<file path="config.mk">
export PLATFORM = sky130hd
export DESIGN_NAME = adc_limit_cmp
export DESIGN_NICKNAME = d
export VERILOG_FILES = /design/src/rtl/alc_pkg.sv /design/src/rtl/alc_operand_mask.sv /design/src/rtl/alc_compare_core.sv /design/src/rtl/alc_result_state.sv /design/src/rtl/adc_limit_cmp.sv
export SDC_FILE = /design/constraint.sdc
export NUM_CORES = 1
export LEC_CHECK = 0
export BUFFER_PORTS_ARGS = -buffer_cell sky130_fd_sc_hd__buf_2
export CORE_ASPECT_RATIO = 2
export CORE_UTILIZATION = 52
export CTS_BUF_LIST = sky130_fd_sc_hd__clkbuf_4 sky130_fd_sc_hd__clkbuf_8 sky130_fd_sc_hd__clkbuf_16
export CTS_CLUSTER_SIZE = 16
export DETAILED_ROUTE_END_ITERATION = 10
export PLACE_DENSITY = 0.87
export SLEW_MARGIN = 30
export SYNTH_ARGS = -nofsm -noshare
export SYNTH_HDL_FRONTEND = slang
export SYNTH_SLANG_ARGS = --single-unit
</file>
<file path="constraint.sdc">
create_clock -name clk -period 1.15 [get_ports clk]
set_input_delay 0 -clock clk [delete_from_list [all_inputs] [get_ports clk]]
set_output_delay 0 -clock clk [all_outputs]
set_load 0.01 [all_outputs]
</file>
<file path="src/rtl/alc_pkg.sv">
package alc_pkg;

    typedef enum logic {
        LIMIT_BELOW = 1'b0,
        LIMIT_ABOVE = 1'b1
    } limit_mode_e;

    typedef enum logic {
        RES_FULL = 1'b0,
        RES_LOW8 = 1'b1
    } res_mode_e;

endpackage

</file>
<file path="src/rtl/alc_operand_mask.sv">
module alc_operand_mask #(
    parameter int W        = 12,
    parameter int NARROW_W = 8
) (
    input  logic [W-1:0] data_i,
    input  logic [W-1:0] thr_i,
    input  logic         narrow_i,
    output logic [W-1:0] data_o,
    output logic [W-1:0] thr_o
);
    for (genvar i = 0; i < W; i++) begin : g_bit
        if (i < NARROW_W) begin : g_low
            assign data_o[i] = data_i[i];
            assign thr_o[i]  = thr_i[i];
        end else begin : g_high
            assign data_o[i] = data_i[i] & ~narrow_i;
            assign thr_o[i]  = thr_i[i]  & ~narrow_i;
        end
    end
endmodule

</file>
<file path="src/rtl/alc_compare_core.sv">
module alc_compare_core #(
    parameter int W        = 12,
    parameter int NARROW_W = 8
) (
    input  logic [W-1:0] data_i,
    input  logic [W-1:0] thr_i,
    input  logic         narrow_i,
    output logic [W-1:0] sum_o,
    output logic         at_or_above_o
);
    localparam int HI_W = W - NARROW_W;
    localparam logic [W-1:0] NARROW_MASK = {{HI_W{1'b0}}, {NARROW_W{1'b1}}};
    localparam logic [W-1:0] FULL_MASK   = {W{1'b1}};

    logic [W-1:0] width_mask;
    logic [W-1:0] inv_thr;
    logic [W:0]   raw_sum;
    logic [W:0]   carry;

    always_comb begin
        width_mask = narrow_i ? NARROW_MASK : FULL_MASK;
        inv_thr    = ~thr_i & width_mask;
        raw_sum    = {1'b0, data_i} + {1'b0, inv_thr};
        sum_o      = raw_sum[W-1:0] & width_mask;
    end

    // Ripple chain of data + ~thr + 1; carry out means data >= thr.
    assign carry[0] = 1'b1;
    for (genvar i = 0; i < W; i++) begin : g_carry
        assign carry[i+1] = (data_i[i] & inv_thr[i])
                          | (data_i[i] & carry[i])
                          | (inv_thr[i] & carry[i]);
    end

    assign at_or_above_o = narrow_i ? carry[NARROW_W] : carry[W];
endmodule

</file>
<file path="src/rtl/alc_result_state.sv">
module alc_result_state #(
    parameter int W = 12
) (
    input  logic         clk,
    input  logic         rst_n,
    input  logic         conv_valid_i,
    input  logic         cmp_en_i,
    input  logic         mode_upper_i,
    input  logic         at_or_above_i,
    input  logic [W-1:0] raw_i,
    input  logic [W-1:0] sum_i,
    input  logic         read_i,
    output logic [W-1:0] result_o,
    output logic         flag_o
);
    import alc_pkg::*;

    typedef struct packed {
        logic [W-1:0] result;
        logic         flag;
    } state_t;

    state_t state_d, state_q;
    logic   limit_hit;
    logic   accept;

    always_comb begin
        state_d   = state_q;
        limit_hit = (limit_mode_e'(mode_upper_i) == LIMIT_ABOVE) ? at_or_above_i
                                                                 : ~at_or_above_i;
        accept    = conv_valid_i & (~cmp_en_i | limit_hit);
        if (read_i) begin
            state_d.flag = 1'b0;
        end
        if (accept) begin
            state_d.result = cmp_en_i ? sum_i : raw_i;
            state_d.flag   = 1'b1;
        end
    end

    always_ff @(posedge clk or negedge rst_n) begin
        if (!rst_n) begin
            state_q <= '0;
        end else begin
            state_q <= state_d;
        end
    end

    assign result_o = state_q.result;
    assign flag_o   = state_q.flag;
endmodule

</file>
<file path="src/rtl/adc_limit_cmp.sv">
module adc_limit_cmp #(
    parameter int W        = 12,
    parameter int NARROW_W = 8
) (
    input  logic         clk,
    input  logic         rst_n,
    input  logic         conv_valid,
    input  logic [W-1:0] conv_data,
    input  logic [W-1:0] cmp_val,
    input  logic         cmp_en,
    input  logic         cmp_upper,
    input  logic         res_low8,
    input  logic         result_rd,
    input  logic         irq_en,
    output logic [W-1:0] result_out,
    output logic         done_flag,
    output logic         irq_out
);
    logic [W-1:0] op_data;
    logic [W-1:0] op_thr;
    logic [W-1:0] sum;
    logic         at_or_above;

    alc_operand_mask #(.W(W), .NARROW_W(NARROW_W)) u_mask (
        .data_i   (conv_data),
        .thr_i    (cmp_val),
        .narrow_i (res_low8),
        .data_o   (op_data),
        .thr_o    (op_thr)
    );

    alc_compare_core #(.W(W), .NARROW_W(NARROW_W)) u_core (
        .data_i        (op_data),
        .thr_i         (op_thr),
        .narrow_i      (res_low8),
        .sum_o         (sum),
        .at_or_above_o (at_or_above)
    );

    alc_result_state #(.W(W)) u_state (
        .clk           (clk),
        .rst_n         (rst_n),
        .conv_valid_i  (conv_valid),
        .cmp_en_i      (cmp_en),
        .mode_upper_i  (cmp_upper),
        .at_or_above_i (at_or_above),
        .raw_i         (op_data),
        .sum_i         (sum),
        .read_i        (result_rd),
        .result_o      (result_out),
        .flag_o        (done_flag)
    );

    assign irq_out = done_flag & irq_en;
endmodule

</file>
==> results.cfg, run 1 <==
[synth]
yosys.area.top_type_share_pct = 21.6
syn_avg_cell_area_um2 = 8.35
synth-main-ff-cell = dfrtp_1
synthArstFlopShare_pct = 100
ys_ff_latch = 13
synth_warnings = 0
synthDistinctLibCells = 49
synth_edf_count = 0
synthTopCellsByCount = inv_1, nor2_1, dfrtp_1, ha_1
synthCells = 180
synthTopCellsByArea = dfrtp_1, ha_1, inv_1
synth_top_area_cell = dfrtp_1
synth_nets = 226
post-synth-top-count-cell = inv_1
seq_area_frac_synth_pct = 21.6
syn_area_um2 = 1500

[floorplanning]
die_h_um = 78.0
fp.dieW_um = 40.0
placementRows = 27
io_pins = 46
start_util_pct = 54.9

[place]
dp_cells = 301
hpwl_um = 3990
port_buffers = 45
gp_congestion = 0.880

[timing]
endpoint_type = register data pin
crit_endpoint = u_state.result_o[5]$_DFFE_PN0P_/D

[status]
status = did not finish
lastStage = global routing (5_1_grt)
tool.error = [ERROR GRT-0232] Routing congestion too high. Check the congestion heatmap in the GUI.

[global_routing]
gr-total-overflow = 254
grtUsageTotal_pct = 96.5
grt_max_degree = 14

[clock_tree]
clk_path_buf_depth = 2
htreeDepth = 1
cts_root_buffer = clkbuf_8
cts_made_buffers = 3
clkSinkCount = 13
-- layer usage --
metal / overflow / global-route usage [%]
met4: 52 / 107
met2: 196 / 128
met5: 0 / 0
met1: 4 / 87.5
met3: 2 / 59.3
-- through the flow --
step,TNS (ps),area [µm²],setup WS [ps]
2_1_floorplan,-9920,1520,-924
3_3_place_gp,-11600,2130,-1010
3_5_place_dp,-12540,2130,-1130
4_1_cts,-7660,2450,-682
-- repair_timing --
item | CTS
buffers inserted | 5
hold buffers | 2
resized for setup | 52
endpoints found under the setup margin | 13
gates cloned | 0
hold endpoints to repair | 14
pin swaps | 18
-- cells by family after synthesis --
group	synth area share [%]
and+or+nand+nor	17.6
AOI/OAI and AO/OA	27.5
buffers and inverters	8.16
adders and majority gates	12.2
DFF	21.6
xor gates and xnor gates	7.99
muxes	5.00
==> run 2, diff against run 1 <==
CORE_ASPECT_RATIO = unset   (was 2)
CORE_UTILIZATION = 40   (was 52)
CTS_BUF_LIST = unset   (was sky130_fd_sc_hd__clkbuf_4 sky130_fd_sc_hd__clkbuf_8 sky130_fd_sc_hd__clkbuf_16)
CTS_CLUSTER_SIZE = unset   (was 16)
PLACE_DENSITY = unset   (was 0.87)
PLACE_DENSITY_LB_ADDON = 0.15   (was unset)
==> run 2 against run 1 <==
The flow now finishes, with violations (negative setup slack); synthesized cell count stayed put; area after synthesis stayed put.
==> results.cfg, run 2 <==
[final_layout]
largest_reg_flops = 12
multi_input_area_um2 = 1410
final_cell_count_no_fill = 334
final_common_cell = buf_4
n_antenna_cell = 0
final_cell_mix = buf_4, buf_2, buf_6
regArea_um2 = 325
final_core_utilization_pct = 79.8
fillers = 238
final_nets = 335
finalInstanceArea_um2 = 2770
drive_above_1_share_pct = 62.2
syn2layout_area_growth_pct = 84.3

[synth]
syn_area_um2 = 1500
yosys.area.top_type_share_pct = 21.6
synth_top_area_cell = dfrtp_1
syn_avg_cell_area_um2 = 8.35
synth-main-ff-cell = dfrtp_1
synthTopCellsByArea = dfrtp_1, ha_1, inv_1
synthArstFlopShare_pct = 100
synthTopCellsByCount = inv_1, nor2_1, dfrtp_1, ha_1
post-synth-top-count-cell = inv_1
synth_nets = 226
synth_edf_count = 0
ys_ff_latch = 13
synth_warnings = 0
synthCells = 180
synthDistinctLibCells = 49
seq_area_frac_synth_pct = 21.6

[place]
gp_congestion = 0.852
hpwl_um = 3250
dpl_cell_area_um2 = 2150
dp_cells = 318
dp_slack_ps = -1080
port_buffers = 45

[floorplanning]
die_area_um2 = 4010
start_util_pct = 43.3
io_pins = 46
design.core.area_um2 = 3470
die_h_um = 63.3
fp.dieW_um = 63.3
placementRows = 21

[routing]
detail_route.wl_per_cell_um = 16.2
drt_iter0_drc = 108
wl_um = 5430
ant_nets = 0
dr_total_vias = 1836
firstDrtPassIters = 4
viasPerCell = 5.50
post-route-drc-count = 0

[timing]
rsz0062_at_grt = yes
skew_ps = 0
hold_violations = 0
relSlewSlack_pct = 77.2
worstMarginPinSlew_ps = 340
hold-worst-slack_ps = 88.3
period_needed_ps = 1770
finalSetupTns_ps = -6810
fmax_mhz = 564
finalMaxSlewViolations = 0
setup_viol = 13
period_share_pct = 154
setup_ws_ps = -622

[worst_setup_path]
crit_fanout = 6
reg2reg_depth = 3
endpoint_kind = register
critPathArrivalTime_ps = 1900
startpoint_type = input port
crit_type = input port to register
critPathRequiredTime_ps = 1280

[clock_tree]
cts_tree = built
clk_pin_slew_worst_paths_ps = 60
cts_root_buffer = clkbuf_8
clk_path_buf_depth = 2
clkSinkCount = 13
htreeDepth = 1
clock_latency_ps = 250
cts_made_buffers = 3

[worst_hold_path]
hp-class = input port to register
hold_path_depth = 3

[power]
power_density_nw_per_um2 = 869
leakage_nw = 1.34
power_mw = 2.41
peakVddDrop_v = 0.000429

[status]
violations = negative setup slack
status = finished with violations

[global_routing]
grt_max_degree = 14
gr-total-overflow = 0
grt_pass1_wl_um = 8200
first_global_vias = 1737
grt_antenna_before_repair = 0
grtUsageTotal_pct = 26.2

[job]
max_cap_viol_count = 0
[run 2: layout make-up]
class | instances | area share [%]
inverters | 20 | 3.16
well taps | 46 | 2.08
clock buffers | 4 | 1.63
multi-input cells | 142 | 50.7
flip-flops and latches | 13 | 11.7
repair buffers | 109 | 30.6
[run 2: where the power goes]
part	internal, mW	leakage [nW]	switching (mW)
Sequential	0.548	0.157	0.0694
Combinational	0.717	1.16	0.639
Clock	0.246	0.0228	0.186
Total	1.51	1.34	0.895
[run 2: worst paths after layout]
kind                                             startpoint                                to  slack (ps)
max                                            conv_data[9]   u_state.result_o[4]$_DFFE_PN0P_        -620
max in group asynchronous                             rst_n   u_state.result_o[2]$_DFFE_PN0P_         740
min reg2reg                 u_state.result_o[9]$_DFFE_PN0P_   u_state.result_o[9]$_DFFE_PN0P_         510
max reg2reg                u_state.result_o[11]$_DFFE_PN0P_  u_state.result_o[11]$_DFFE_PN0P_          80
min in group asynchronous                             rst_n   u_state.result_o[6]$_DFFE_PN0P_         170
min                                            conv_data[5]   u_state.result_o[5]$_DFFE_PN0P_          90
[run 2: repair_timing]
item | CTS | global route
gates resized for setup | 84 | 23
setup buffers | 9 | 3
endpoints found under the setup margin | 13 | 13
hold buffers | 2 | 0
pin swaps | 35 | 20
gates cloned | 1 | 0
hold endpoints to repair | 14 | 0
[run 2: routing by layer]
metal,track usage (%),vias to the layer above,wire length [µm]
met1,33.4,883,2280
met5,0,-,0
met3,1.81,12,316
li1,-,858,-
met2,48.4,83,2760
met4,4.26,0,76
[run 2: worst max-delay path, stage by stage]
cell and delay [ps]:
buf_6 80, inv_4 30, nor2_2 120, ha_2 220
nor2_4 60, a21oi_4 170, a2111oi_4 60, a211oi_4 330
buf_6 170, xor2_4 260, nor3_2 80, a221o_2 320
[run 2: logic make-up after synthesis]
family	share of synthesized area (%)
buf+inv	8.16
compound gates	27.5
mux	5.00
simple gates	17.6
xor+xnor	7.99
flops	21.6
fa+ha+maj	12.2
Power figures use the tool's default switching activity.
